## config.mk

```make
export PLATFORM = sky130hd
export DESIGN_NAME = dma_grant_arbiter
export DESIGN_NICKNAME = d
export VERILOG_FILES = /design/src/rtl/dmarb_pkg.sv /design/src/rtl/dmarb_ctrl.sv /design/src/rtl/dmarb_pick.sv /design/src/rtl/dmarb_grant.sv /design/src/rtl/dma_grant_arbiter.sv
export SDC_FILE = /design/constraint.sdc
export NUM_CORES = 1
export LEC_CHECK = 0
export ABC_CLOCK_PERIOD_IN_PS = 3650
export BUFFER_PORTS_ARGS = -buffer_cell sky130_fd_sc_hd__buf_2
export CAP_MARGIN = 30
export CORE_ASPECT_RATIO = 1.4
export CORE_MARGIN = 1.5
export CORE_UTILIZATION = 35
export DETAILED_ROUTE_END_ITERATION = 8
export GPL_TIMING_DRIVEN = 1
export HOLD_SLACK_MARGIN = 0.03
export PLACE_DENSITY_LB_ADDON = 0.12
export SETUP_SLACK_MARGIN = 0.1
export SLEW_MARGIN = 20
export SYNTH_ARGS = -nofsm -noshare
export SYNTH_HDL_FRONTEND = slang
export SYNTH_SLANG_ARGS = --single-unit
```

## constraint.sdc

```tcl
create_clock -name clk -period 3.65 [get_ports clk]
set_clock_uncertainty 0.15 [all_clocks]
set_input_delay 0.365 -clock clk [delete_from_list [all_inputs] [get_ports clk]]
set_output_delay 0.365 -clock clk [all_outputs]
set_load 0.02 [all_outputs]
```

## src/rtl/dmarb_pkg.sv

```systemverilog
// Shared constants, the order-code type and the rank lookup for the DMA
// grant arbiter. Assumes exactly four channels, as the fixed orders are
// defined for four.
package dmarb_pkg;
    localparam int NCH = 4;
    localparam int CHW = $clog2(NCH);

    typedef logic [CHW-1:0] chan_t;

    typedef enum logic [1:0] {
        ORD_0123   = 2'b00,
        ORD_0231   = 2'b01,
        ORD_2013   = 2'b10,
        ORD_ROTATE = 2'b11
    } order_e;

    // Channel that holds rank position pos (0 = best) under a given order.
    function automatic chan_t chan_at(order_e ord, chan_t base, int unsigned pos);
        chan_t p;
        p = chan_t'(pos);
        case (ord)
            ORD_0123: return p;
            ORD_0231: begin
                case (p)
                    2'd0:    return 2'd0;
                    2'd1:    return 2'd2;
                    2'd2:    return 2'd3;
                    default: return 2'd1;
                endcase
            end
            ORD_2013: begin
                case (p)
                    2'd0:    return 2'd2;
                    2'd1:    return 2'd0;
                    2'd2:    return 2'd1;
                    default: return 2'd3;
                endcase
            end
            default: return chan_t'(base + p);
        endcase
    endfunction
endpackage

```

## src/rtl/dmarb_ctrl.sv

```systemverilog
// Control register of the arbiter: master enable, order code and two
// sticky fault flags. Assumes the set pulses last one cycle. Each flag is
// cleared only by a write of zero, and a set pulse wins over a clear in
// the same cycle.
module dmarb_ctrl
    import dmarb_pkg::*;
(
    input  logic   clk,
    input  logic   rst_n,
    input  logic   wr_en,
    input  logic   wr_enable,
    input  logic [1:0] wr_mode,
    input  logic   wr_aerr,
    input  logic   wr_nmi,
    input  logic   aerr_set,
    input  logic   nmi_set,
    output logic   en_q,
    output order_e mode_q,
    output logic   aerr_q,
    output logic   nmi_q,
    output logic   allow
);
    logic aerr_clr;
    logic nmi_clr;

    // A flag clears only on a write that carries a zero for it.
    assign aerr_clr = wr_en && !wr_aerr;
    assign nmi_clr  = wr_en && !wr_nmi;

    // Register state update; set pulses dominate clears.
    always_ff @(posedge clk) begin
        if (!rst_n) begin
            en_q   <= 1'b0;
            mode_q <= ORD_0123;
            aerr_q <= 1'b0;
            nmi_q  <= 1'b0;
        end else begin
            if (wr_en) begin
                en_q   <= wr_enable;
                mode_q <= order_e'(wr_mode);
            end
            aerr_q <= aerr_set || (aerr_q && !aerr_clr);
            nmi_q  <= nmi_set  || (nmi_q  && !nmi_clr);
        end
    end

    // Grants are permitted only when enabled and fault-free.
    assign allow = en_q && !aerr_q && !nmi_q;

    assert_aerr_set_R8: assert property (@(posedge clk) disable iff (!rst_n)
        aerr_set |=> aerr_q);
    assert_nmi_set_R9: assert property (@(posedge clk) disable iff (!rst_n)
        nmi_set |=> nmi_q);
    assert_aerr_keep_R10: assert property (@(posedge clk) disable iff (!rst_n)
        (aerr_q && !(wr_en && !wr_aerr)) |=> aerr_q);
    assert_nmi_keep_R10: assert property (@(posedge clk) disable iff (!rst_n)
        (nmi_q && !(wr_en && !wr_nmi)) |=> nmi_q);
endmodule

```

## src/rtl/dmarb_pick.sv

```systemverilog
// Combinational winner selection. Builds the rank list for the current
// order code and rotation base, then takes the best-ranked requester.
// Assumes the caller ignores win when hit is low.
module dmarb_pick
    import dmarb_pkg::*;
(
    input  order_e           ord,
    input  chan_t            base,
    input  logic [NCH-1:0]   req,
    output logic             hit,
    output chan_t            win
);
    chan_t          cand [NCH];
    logic [NCH-1:0] cand_req;

    for (genvar pos = 0; pos < NCH; pos++) begin : g_rank
        // Channel at this rank position and whether it is requesting.
        assign cand[pos]     = chan_at(ord, base, pos);
        assign cand_req[pos] = req[cand[pos]];
    end

    // Scan from the worst rank up so the best requester is kept last.
    always_comb begin
        hit = |req;
        win = '0;
        for (int i = NCH - 1; i >= 0; i--) begin
            if (cand_req[i]) win = cand[i];
        end
    end
endmodule

```

## src/rtl/dmarb_grant.sv

```systemverilog
// Grant holder and rotation pointer. Arbitrates only while idle, holds
// the grant until unit_done, and drops everything when allow falls.
// Assumes allow already combines the enable and both fault flags.
module dmarb_grant
    import dmarb_pkg::*;
(
    input  logic           clk,
    input  logic           rst_n,
    input  logic           allow,
    input  order_e         ord,
    input  logic [NCH-1:0] req,
    input  logic           unit_done,
    output logic [NCH-1:0] gnt_q,
    output logic           busy,
    output chan_t          ptr
);
    logic  hit;
    chan_t win;

    dmarb_pick u_pick (
        .ord  (ord),
        .base (ptr),
        .req  (req),
        .hit  (hit),
        .win  (win)
    );

    // Grant lifecycle: abort, release, or a new award while idle.
    always_ff @(posedge clk) begin
        if (!rst_n) begin
            busy  <= 1'b0;
            gnt_q <= '0;
            ptr   <= '0;
        end else if (!allow) begin
            busy  <= 1'b0;
            gnt_q <= '0;
        end else if (busy) begin
            if (unit_done) begin
                busy  <= 1'b0;
                gnt_q <= '0;
            end
        end else if (hit) begin
            busy  <= 1'b1;
            gnt_q <= {{(NCH-1){1'b0}}, 1'b1} << win;
            ptr   <= chan_t'(win + 1'b1);
        end
    end

    assert_hold_R6: assert property (@(posedge clk) disable iff (!rst_n)
        (busy && allow && !unit_done) |=> (gnt_q == $past(gnt_q)));
    assert_release_R6: assert property (@(posedge clk) disable iff (!rst_n)
        (busy && unit_done) |=> (gnt_q == '0));
    assert_ptr_still_R5: assert property (@(posedge clk) disable iff (!rst_n)
        !$rose(busy) |-> $stable(ptr));
endmodule

```

## src/rtl/dma_grant_arbiter.sv

```systemverilog
// Top of the four-channel DMA grant arbiter. Ties the control register to
// the grant holder and gates the outputs with the permit signal so that a
// fault or a cleared enable removes the grant in the same cycle.
module dma_grant_arbiter
    import dmarb_pkg::*;
(
    input  logic       clk,
    input  logic       rst_n,
    input  logic [3:0] req,
    input  logic       unit_done,
    input  logic       cfg_we,
    input  logic       cfg_en,
    input  logic [1:0] cfg_mode,
    input  logic       cfg_aerr,
    input  logic       cfg_nmi,
    input  logic       aerr_set,
    input  logic       nmi_set,
    output logic [3:0] gnt,
    output logic       gnt_valid,
    output logic       st_en,
    output logic [1:0] st_mode,
    output logic       st_aerr,
    output logic       st_nmi
);
    logic           allow;
    order_e         mode_q;
    logic [NCH-1:0] gnt_q;
    logic           busy;
    chan_t          ptr;

    dmarb_ctrl u_ctrl (
        .clk       (clk),
        .rst_n     (rst_n),
        .wr_en     (cfg_we),
        .wr_enable (cfg_en),
        .wr_mode   (cfg_mode),
        .wr_aerr   (cfg_aerr),
        .wr_nmi    (cfg_nmi),
        .aerr_set  (aerr_set),
        .nmi_set   (nmi_set),
        .en_q      (st_en),
        .mode_q    (mode_q),
        .aerr_q    (st_aerr),
        .nmi_q     (st_nmi),
        .allow     (allow)
    );

    dmarb_grant u_grant (
        .clk       (clk),
        .rst_n     (rst_n),
        .allow     (allow),
        .ord       (mode_q),
        .req       (req),
        .unit_done (unit_done),
        .gnt_q     (gnt_q),
        .busy      (busy),
        .ptr       (ptr)
    );

    // Output gating by the permit signal.
    assign gnt       = allow ? gnt_q : '0;
    assign gnt_valid = |gnt;
    assign st_mode   = mode_q;

    assert_onehot_R11: assert property (@(posedge clk) disable iff (!rst_n)
        $onehot0(gnt));
    assert_en_gate_R7: assert property (@(posedge clk) disable iff (!rst_n)
        !st_en |-> (gnt == '0));
    assert_flag_gate_R8: assert property (@(posedge clk) disable iff (!rst_n)
        (st_aerr || st_nmi) |-> !gnt_valid);
endmodule

```

# Word-level counts from Yosys, hierarchy flattened
# Cells that the tools add are included.
# totals
ff_bits	12
inputBits	15
out_inout_bits	10
wordCells	66
# classes
addsub	4
order_cmp	4
n_eq_ne	3
shift	1
mux	23
n_bitwise	1
n_reduce_logical	23
# ops
operator	count
4-bit 2-to-1 mux	4
2-bit by 3-bit < comparator with 1-bit output, second input constant	4
2-bit case mux with 3 select lines	2
1-bit binary-select mux with 2-bit select	4
2-bit 2-to-1 mux	4
2-bit case mux with 2 select lines	2
4-bit OR reduction	2
1-bit 2-to-1 mux	7
1-bit logical AND	6
1-bit zero test	6
2-bit by 1-bit adder with 2-bit output, second input constant	2
2-bit adder, second input constant	2
2-bit AND reduction	2
2-bit OR reduction	2
1-bit by 2-bit << shifter with 4-bit output, first input constant	1
3-bit AND reduction	1
2-bit by 1-bit equality test with 1-bit output, second input constant	1
2-bit equality test, second input constant	1
2-bit zero test	1
1-bit logical OR	2
2-bit != test, second input constant	1
2-bit nonzero test	1
1-bit inverter	1

# Depth between registers and ports, before layout
# Gate-level depths: netlist (run 1).
# logic_depth
depth_word	12
ltp_mapped	9
mapped_depth_nobuf	9

# Hierarchy
# A second synthesis (run 1) with hierarchy kept.
# unflattened
hier_cells	113
area_unflattened_um2	1036.0
# modules_own_cells
mod	n_inst	cells_per_inst	area_each_um2
dmarb_pick	1	62	475.5
dmarb_grant	1	28	324.1
dmarb_ctrl	1	18	198.9
dma_grant_arbiter	1	5	37.5

# Worst setup path after synthesis (run 1)
# OpenSTA, ideal clock, no wires.
# synth_timing
path_kind	register to register
from	reg u_ctrl.mode_q[1]
to	reg u_grant.gnt_q[1]
setup_time_ns	0.071
arrival_ns	2.546
setup_slack_ns	0.883
path_stages_with_launch	10
path_buffers	1
cell_sequence	dfxtp_1 > ha_1 > buf_6 > mux2i_4 > mux2i_1 > mux2_2 > a31oi_1 > a211o_1 > or4_1 > a21oi_1
# synth_via
elab_chain_cells	12
word_cells_on_any_way	24
cone_classes	eq/ne: 2; shift: 1; mux: 18; reduce/logical: 3
# synth_lines
item	line_no	source
start: declaration	dmarb_ctrl.sv:18	output order_e mode_q,
start signal: assignment	dmarb_ctrl.sv:40	mode_q <= order_e'(wr_mode);
2-bit equality test / 2-bit zero test (equally long branches)	dmarb_pkg.sv:21	case (ord)
2-bit OR reduction (no line)	n/a	
2-bit case mux with 2 select lines	dmarb_pkg.sv:21	
1-bit binary-select mux with 2-bit select	dmarb_pick.sv:19	assign cand_req[pos] = req[cand[pos]];
1-bit 2-to-1 mux (implied by the code)	dmarb_pick.sv:19	
2-bit 2-to-1 mux (3 in series)	dmarb_pick.sv:27	if (cand_req[i]) win = cand[i];
2-bit 2-to-1 mux (*)	dmarb_pick.sv:27	
1-bit by 2-bit << shifter with 4-bit output (*)	dmarb_grant.sv:44	gnt_q <= {{(NCH-1){1'b0}}, 1'b1} << win;
4-bit 2-to-1 mux (*)	dmarb_grant.sv:42	end else if (hit) begin
4-bit 2-to-1 mux (*)	dmarb_grant.sv:37	end else if (busy) begin
end signal: assignment	dmarb_grant.sv:44	
end: declaration	dmarb_grant.sv:13	output logic [NCH-1:0] gnt_q,
# Every way passes the cells marked *; elsewhere a longest branch is shown, timed or not. The select of a mux whose other input is x is not followed.
# A chain may end at the register's enable or synchronous reset.

# Worst setup path in the final report (run 1)
# layout_timing
from	reg u_ctrl.mode_q[0]
to	reg u_grant.gnt_q[1]
# Same word-level chain as after synthesis.

==> key figures, run 1 <==
Outcome
  • Run status: finished, final reports clean

Critical path
  • Data required time at the worst endpoint: ~3.7 ns
  • Cell family with most CP delay: multiplexers
  • Kind of critical path: flip-flop to flip-flop
  • Critical path's largest stage delay: between 0.5 and 0.6 ns
  • Cell type of the slowest stage on the worst timing path: sky130_fd_sc_hd__mux4_2
  • Count of buffering cells on the critical path with inverters included: 0
  • Element type at the critical path end: flip-flop
  • Type of origin of the critical path: flip-flop
  • Critical path data arrival time: between 3 and 4 ns
  • Largest fanout on the critical path: 11
  • CP Cell Sequence: ha_1 -> mux2i_2 -> mux4_2 -> a21o_1 -> a31o_1 -> or4_1 -> a21oi_1

Finish
  • Proportion of layout cells with a drive suffix above 1: a little over a quarter
  • Post-route non-filler standard cell count: 176
  • Register area: ~240 um^2
  • Net total in the final layout: ~160
  • Syn-to-layout area delta: 16.1%
  • Multi-input gate area: 711 um^2
  • FILL cells: ~320
  • Diodes inserted: 0

Synthesis
  • Distinct cell type count of the synthesized netlist: 36
  • Net count after synthesis: 137
  • Number of synthesis warnings: 0
  • Proportion of synthesized chip area in sequential cells: 23.6%
  • Number of storage elements in the synthesis netlist: 12
  • Mean instance size in the synthesized netlist: slightly below 9 um^2
  • Area of the mapped netlist: a little over 0.001 mm^2
  • Instance count of the mapped netlist: between 100 and 150

Placement
  • Placed cell count: between 150 and 200
  • Count of buffers inserted at the top-level ports: 24
  • Final weighted congestion in routability-driven placement: about 0.94

Routing
  • Vias per inst: 5.29
  • Count of routing violations after the opening detailed-route iteration: 17
  • Average wire length per cell after detail routing: ~14 um
  • First-pass iteration count of the detailed router: 4
  • Sum of routed wire length over all layers: approximately 2400 um
  • Routed Antenna Nets: 0
  • Residual DRC: 0
  • Vias: 931

Pwr
  • Switching part of the total power: between 20% and 30%
  • Internal Pwr Total: ~260 uW
  • Lkg Pwr: between 0.0005 and 0.0006 uW
  • Clock network power share: between 30% and 40%
  • IR Drop Worst-Case VDD: 241 uV
  • PD cells: around 300 mW/mm^2
  • Combinational cell fraction of total power: between 20% and 30%
  • Total net switching power: about 100 uW
  • Share of power burned in registers: roughly 40%

Floorplan
  • Die outline area: approximately 0.0032 mm^2
  • Die Width: between 40 and 50 um
  • Starting utilization of the core area: a little over a third
  • Die extent in y: 66.8 um
  • Top Ports: 25
  • Std-Cell Rows: 23
  • Core ar.: between 0.002 and 0.003 mm^2

GRT
  • Via count of the first global-routing pass: 922
  • Wire length of the first global-routing pass: roughly 4000 um
  • Pin count of the biggest net entering global routing: 12
  • Overall routing resource usage: 16.0%
  • GR Layer Usage met3: under 10%
  • Met1 Use GR: 16.7%
  • Global route overflow: 0
  • Most used routing layer in global routing: met2
  • Initial antenna violation count: 0
  • Grt met2 use: between 20% and 30%

STA
  • Maximum clock frequency: between 0.3 and 0.4 GHz
  • Unrepaired setup endpoints after global routing: no
  • Transition time of the tightest slew-check pin: approximately 0.94 ns
  • Hold violation count in the final report: 0
  • Post-route minimum period: between 3 and 4 ns
  • Final setup violation count: 0
  • Number of pins with negative max-slew slack in the final report: 0
  • Slew margin rel.: between 30% and 40%
  • Share of the clock period used by the worst path after layout: 84.0%
  • Final setup TNS: 0 ns

Clock tree
  • CTS tree: yes
  • Clock latency on the worst-skew pair: approximately 0.23 ns
  • Clock transition time at the flip-flop clock pins of the worst setup and hold paths: approximately 0.050 ns
  • Number of setup buffers added after CTS: 0
  • Clk sink count: 12
  • # H-tree levels: 1
  • Gates resized, CTS repair: 0
  • Inserted Clock Buffers: 3
  • Clock root buffer master: sky130_fd_sc_hd__clkbuf_8
  • Max Buffers Root-to-Sink: 2
  • Number of buffers inserted for hold repair after clock tree synthesis: 0

Run
  • # Max-Cap Violations: 0

Min path
  • Hold WC Path Type: primary input to flip-flop
cells by family (layout without fill, tap and decap cells):
kind of cell	Yosys count	in the layout	share of synthesized area (%)
AND/OR/NAND/NOR	43	43	23.2
AO/OA/AOI/OAI	25	25	15.5
multiplexers	18	18	21.3
flip-flops	12	12	23.6
buffers and inverters	10	33	6.52
adder cells (fa/ha/maj)	6	6	7.38
XOR/XNOR	2	2	2.46
layout by cell type, fill, tap and decap left out, types with 2 or more instances in the layout:
cell / instances
sky130_fd_sc_hd__nand3_1: 4
sky130_fd_sc_hd__clkbuf_8: 3
sky130_fd_sc_hd__a31oi_1: 2
sky130_fd_sc_hd__nor2_1: 5
sky130_fd_sc_hd__o21ai_0: 6
sky130_fd_sc_hd__buf_2: 24
sky130_fd_sc_hd__a32oi_1: 2
sky130_fd_sc_hd__nand3b_1: 4
sky130_fd_sc_hd__or4_1: 2
sky130_fd_sc_hd__and2_1: 4
sky130_fd_sc_hd__nand2b_1: 2
sky130_fd_sc_hd__nor3b_1: 3
sky130_fd_sc_hd__dfxtp_1: 12
sky130_fd_sc_hd__mux2_2: 5
sky130_fd_sc_hd__nor2b_1: 5
sky130_fd_sc_hd__a21oi_1: 8
sky130_fd_sc_hd__mux2i_1: 9
sky130_fd_sc_hd__inv_1: 6
sky130_fd_sc_hd__ha_1: 6
sky130_fd_sc_hd__nand2_1: 11
area by class of cell:
class                           count  area share [%]
Sequential cell                    12            20.3
Inverter                            6            1.91
Clock buffer                        3            3.50
Timing Repair Buffer               24            10.2
Multi-Input combinational cell     94            60.2
Tap cell                           37            3.92
metrics by stage:
stage / instance area, um^2 / utilization, % / hold slack, ns / worst slack (ns) / total power, uW
3_3_place_gp: 1140 / 40.4 / 0.293 / 0.668 / 247
6_report: 1180 / 41.9 / 0.172 / 0.583 / 358
5_1_grt: 1180 / 41.9 / 0.172 / 0.390 / 383
4_1_cts: 1180 / 41.9 / 0.168 / 0.562 / 363
2_1_floorplan: 1020 / - / 0.277 / 0.883 / 222
3_5_place_dp: 1140 / 40.4 / 0.294 / 0.581 / 248
sequential cells by signal (all words and copies together), names as in the netlist:
signal,flops
u_grant.gnt_q,4
u_ctrl.en_q,1
u_grant.busy,1
u_ctrl.mode_q,2
u_ctrl.nmi_q,1
u_grant.ptr,2
u_ctrl.aerr_q,1
power by group through the flow:
stage	clock [uW]	combinational (uW)	sequential (uW)
2_1_floorplan	0	73.7	148
3_3_place_gp	0	100	147
3_5_place_dp	0	101	147
4_1_cts	117	101	145
5_1_grt	125	112	145
6_report	112	102	145
final timing paths:
kind                                 startpoint                            end  cells after the start  slack [ns]
setup / recovery  u_ctrl.mode_q[0]$_SDFFE_PN0P_  u_grant.gnt_q[1]$_SDFFE_PN0P_                      7        0.58
hold / removal                        unit_done        u_grant.busy$_SDFF_PN0_                      2        0.17
setup reg to reg  u_ctrl.mode_q[0]$_SDFFE_PN0P_  u_grant.gnt_q[1]$_SDFFE_PN0P_                      7        0.58
hold reg to reg   u_grant.gnt_q[3]$_SDFFE_PN0P_  u_grant.gnt_q[3]$_SDFFE_PN0P_                      2        0.30
cells in the mapped netlist:
master / instances / share of area (%)
sky130_fd_sc_hd__mux2i_2: 1 / 1.4
sky130_fd_sc_hd__a31oi_1: 2 / 1.2
sky130_fd_sc_hd__mux4_2: 1 / 2.2
sky130_fd_sc_hd__nand3b_1: 4 / 3.0
sky130_fd_sc_hd__mux2i_4: 1 / 2.2
sky130_fd_sc_hd__a31o_1: 1 / 0.86
sky130_fd_sc_hd__a32oi_1: 2 / 1.7
sky130_fd_sc_hd__buf_6: 3 / 3.3
sky130_fd_sc_hd__o31a_1: 1 / 0.86
sky130_fd_sc_hd__nor3b_1: 3 / 2.2
sky130_fd_sc_hd__o21ai_0: 6 / 3.0
sky130_fd_sc_hd__nand2_1: 11 / 4.1
sky130_fd_sc_hd__dfxtp_1: 12 / 24
sky130_fd_sc_hd__o221ai_1: 1 / 0.86
sky130_fd_sc_hd__xor2_1: 1 / 0.86
sky130_fd_sc_hd__ha_1: 6 / 7.4
sky130_fd_sc_hd__a211o_1: 1 / 0.86
sky130_fd_sc_hd__nand3_1: 4 / 2.0
sky130_fd_sc_hd__clkdlybuf4s18_2: 1 / 0.98
sky130_fd_sc_hd__mux2_2: 5 / 5.5
sky130_fd_sc_hd__or4_1: 2 / 1.5
sky130_fd_sc_hd__nand2b_1: 2 / 1.2
sky130_fd_sc_hd__nor4_1: 1 / 0.62
sky130_fd_sc_hd__o21a_1: 1 / 0.74
sky130_fd_sc_hd__inv_1: 6 / 2.2
sky130_fd_sc_hd__nor2b_1: 5 / 3.1
sky130_fd_sc_hd__a21o_1: 1 / 0.74
sky130_fd_sc_hd__o31ai_1: 1 / 0.74
sky130_fd_sc_hd__mux2i_1: 9 / 8.9
sky130_fd_sc_hd__nor2_1: 5 / 1.8
sky130_fd_sc_hd__mux2_1: 1 / 1.1
sky130_fd_sc_hd__and2_1: 4 / 2.5
sky130_fd_sc_hd__and3_2: 1 / 0.74
sky130_fd_sc_hd__or2_2: 1 / 0.62
sky130_fd_sc_hd__a21oi_1: 8 / 3.9
sky130_fd_sc_hd__xor2_2: 1 / 1.6
layer usage:
metal / vias to the layer above / share of wire, %
met1: 432 / 42
li1: 463 / -
met5: - / 0
met2: 28 / 51
met3: 8 / 3.8
met4: 0 / 3.6
No activity file was read; power rests on OpenSTA's default activity.
==> run 2: changes to the inputs <==
Settings changed: ABC_CLOCK_PERIOD_IN_PS 3650 to 2700.
Clock period 3.65 ns to 2.7 ns, I/O delays scaled along.
==> run 2 against run 1 <==
Effect of this change: sequential cell count stayed put; die area stayed put; combinational power is 64% higher; register-to-register slack worse by 0.43 ns; count of clock-buffer cells in the layout is 1 higher; worst hold slack worse by 0.095 ns; fmax is 20% higher; cell count is 6.8% higher.
==> key figures, run 2 (synthesis gave the netlist of run 1 again) <==
Outcome
  • Run status: finished, final reports clean

Run
  • # Max-Cap Violations: 0

Routing
  • First-pass iteration count of the detailed router: 4
  • Routed Antenna Nets: 0
  • Residual DRC: 0
  • Sum of routed wire length over all layers: around 2400 um
  • Count of routing violations after the opening detailed-route iteration: 28
  • Vias per inst: ~5.2
  • Average wire length per cell after detail routing: around 13 um
  • Vias: just under 1000

Floorplan
  • Top Ports: 25
  • Die extent in y: 66.8 um
  • Die Width: 48.6 um
  • Std-Cell Rows: 23
  • Die outline area: about 0.0032 mm^2
  • Starting utilization of the core area: between 30% and 40%
  • Core ar.: ~0.0028 mm^2

Placement
  • Count of buffers inserted at the top-level ports: 24
  • Final HPWL DP: between 1500 and 2000 um
  • Final weighted congestion in routability-driven placement: roughly 0.85

Clock tree
  • Clock root buffer master: sky130_fd_sc_hd__clkbuf_8
  • Inserted Clock Buffers: 3
  • Clock transition time at the flip-flop clock pins of the worst setup and hold paths: approximately 0.05 ns
  • Clock latency on the worst-skew pair: between 0.2 and 0.25 ns
  • Clk sink count: 12
  • Max Buffers Root-to-Sink: 2
  • Number of buffers inserted for hold repair after clock tree synthesis: 0
  • # H-tree levels: 1
  • CTS tree: yes

GRT
  • Via count of the first global-routing pass: slightly below 1000
  • Overall routing resource usage: between 15 and 20%
  • Pin count of the biggest net entering global routing: 11
  • Global route overflow: 0
  • Initial antenna violation count: 0
  • Wire length of the first global-routing pass: around 4000 um

Pwr
  • Overall power consumption: 525 uW
  • IR Drop Worst-Case VDD: 247 uV
  • Lkg Pwr: 0.000568 uW
  • PD cells: roughly 400 mW/mm^2

Critical path
  • Worst reg2reg startpoint: u_ctrl.mode_q[1]$_SDFFE_PN0P_
  • Type of origin of the critical path: flip-flop
  • Worst setup path startpoint: u_ctrl.mode_q[1]$_SDFFE_PN0P_
  • Largest fanout on the critical path: 4
  • Data required time at the worst endpoint: about 2.7 ns
  • Kind of critical path: flip-flop to flip-flop
  • Critical path data arrival time: 2.57 ns
  • Element type at the critical path end: flip-flop

STA
  • Final setup violation count: 0
  • Unrepaired setup endpoints after global routing: yes
  • Hold violation count in the final report: 0
  • Worst Hold Slack: 0.0771 ns
  • Slew margin rel.: between 60% and 70%
  • Maximum clock frequency: between 0.3 and 0.4 GHz
  • Share of the clock period used by the worst path after layout: 94.4%
  • Transition time of the tightest slew-check pin: around 0.46 ns
  • Number of pins with negative max-slew slack in the final report: 0
  • Final setup TNS: 0 ns
  • Post-route minimum period: roughly 2.5 ns

Finish
  • Highest-count cells in the layout ignoring fill and taps: 24 x sky130_fd_sc_hd__buf_2, 11 x sky130_fd_sc_hd__nand2_1, 10 x sky130_fd_sc_hd__buf_4, 10 x sky130_fd_sc_hd__dfxtp_1, 8 x sky130_fd_sc_hd__a21oi_1
  • Flip-flop count of the largest register after layout: 4
  • Net total in the final layout: 173
  • Largest registers in the final layout: u_grant.gnt_q (4), u_ctrl.mode_q (2), u_grant.ptr (2)
  • Register name with the most flops: u_grant.gnt_q
  • Syn-to-layout area delta: 32.1%
  • Diodes inserted: 0
  • Proportion of layout cells with a drive suffix above 1: between 30% and 40%
  • Most frequent standard cell in the layout excluding fill and tap cells: sky130_fd_sc_hd__buf_2

Min path
  • Hold WC Path Type: primary input to flip-flop
  • Hold Path Origin: unit_done
## run 2: changes by cell type in the layout (fill, tap and decap cells not counted)
cell	before	now
sky130_fd_sc_hd__inv_1	6	4
sky130_fd_sc_hd__clkbuf_1	0	1
sky130_fd_sc_hd__ha_1	6	3
sky130_fd_sc_hd__dfxtp_4	0	2
sky130_fd_sc_hd__mux2i_4	1	2
sky130_fd_sc_hd__mux2i_1	9	7
sky130_fd_sc_hd__dfxtp_1	12	10
sky130_fd_sc_hd__inv_2	0	1
sky130_fd_sc_hd__mux2i_2	1	2
sky130_fd_sc_hd__ha_4	0	3
sky130_fd_sc_hd__inv_4	0	1
sky130_fd_sc_hd__buf_4	0	10
sky130_fd_sc_hd__buf_12	0	1
## run 2: through the flow
stage               instance area [um^2]  setup slack (ns)  cells  util (%)
CTS                                 1300             0.114    185      46.1
detailed placement                  1200            0.0881    180      42.6
global placement                    1200            0.0929    180      42.6
finish                              1340             0.151    188      47.6
floorplan                           1030             0.108    116         -
global route                        1340            0.0454    188      47.6
## run 2: repair_timing
item                                    CTS  global route
resized for setup                         5             5
pin swaps                                 0             1
endpoints found under the setup margin    1             2
buffers inserted                          1             3
## run 2: final timing paths
| path | endpoint | slack (ns) | depth (start not counted) |
|---|---|---|---|
| setup / recovery | u_grant.gnt_q[1]$_SDFFE_PN0P_ | 0.15 | 7 |
| hold / removal | u_grant.busy$_SDFF_PN0_ | 0.08 | 2 |
| setup reg to reg | u_grant.gnt_q[1]$_SDFFE_PN0P_ | 0.15 | 7 |
| hold reg to reg | u_grant.gnt_q[3]$_SDFFE_PN0P_ | 0.31 | 2 |
## run 2: routing by layer
layer	global-route usage, %	vias to the layer above	share of wire (%)
li1	-	488	-
met3	1.57	8	3.5
met5	0	-	0
met4	12.5	0	3.6
met1	17.8	443	42
met2	29.7	30	51
## run 2: critical path, cell delays in order (launching register included)
cell                      delay, ns
sky130_fd_sc_hd__dfxtp_4       0.38
sky130_fd_sc_hd__ha_4          0.19
sky130_fd_sc_hd__mux2i_4       0.25
sky130_fd_sc_hd__mux4_2        0.53
sky130_fd_sc_hd__a21o_1        0.17
sky130_fd_sc_hd__a31o_1        0.21
sky130_fd_sc_hd__or4_1         0.47
sky130_fd_sc_hd__a21oi_1       0.14
## run 2: cell type report
cell class	count	area (um^2)
tap	37	46.3
multi-input combinational	94	764
fill	283	1480
clock buffer	4	45.0
timing repair buffer	35	215
inverter	6	25.0
sequential	12	248
## run 2: report_power, final
group / leakage (uW) / total (uW) / switching (uW) / internal, uW
logic: 0.000446 / 167 / 81.3 / 86.1
clock network: 0.0000228 / 165 / 61.5 / 104
registers: 0.0000994 / 192 / 7.96 / 184
total: 0.000568 / 525 / 151 / 374
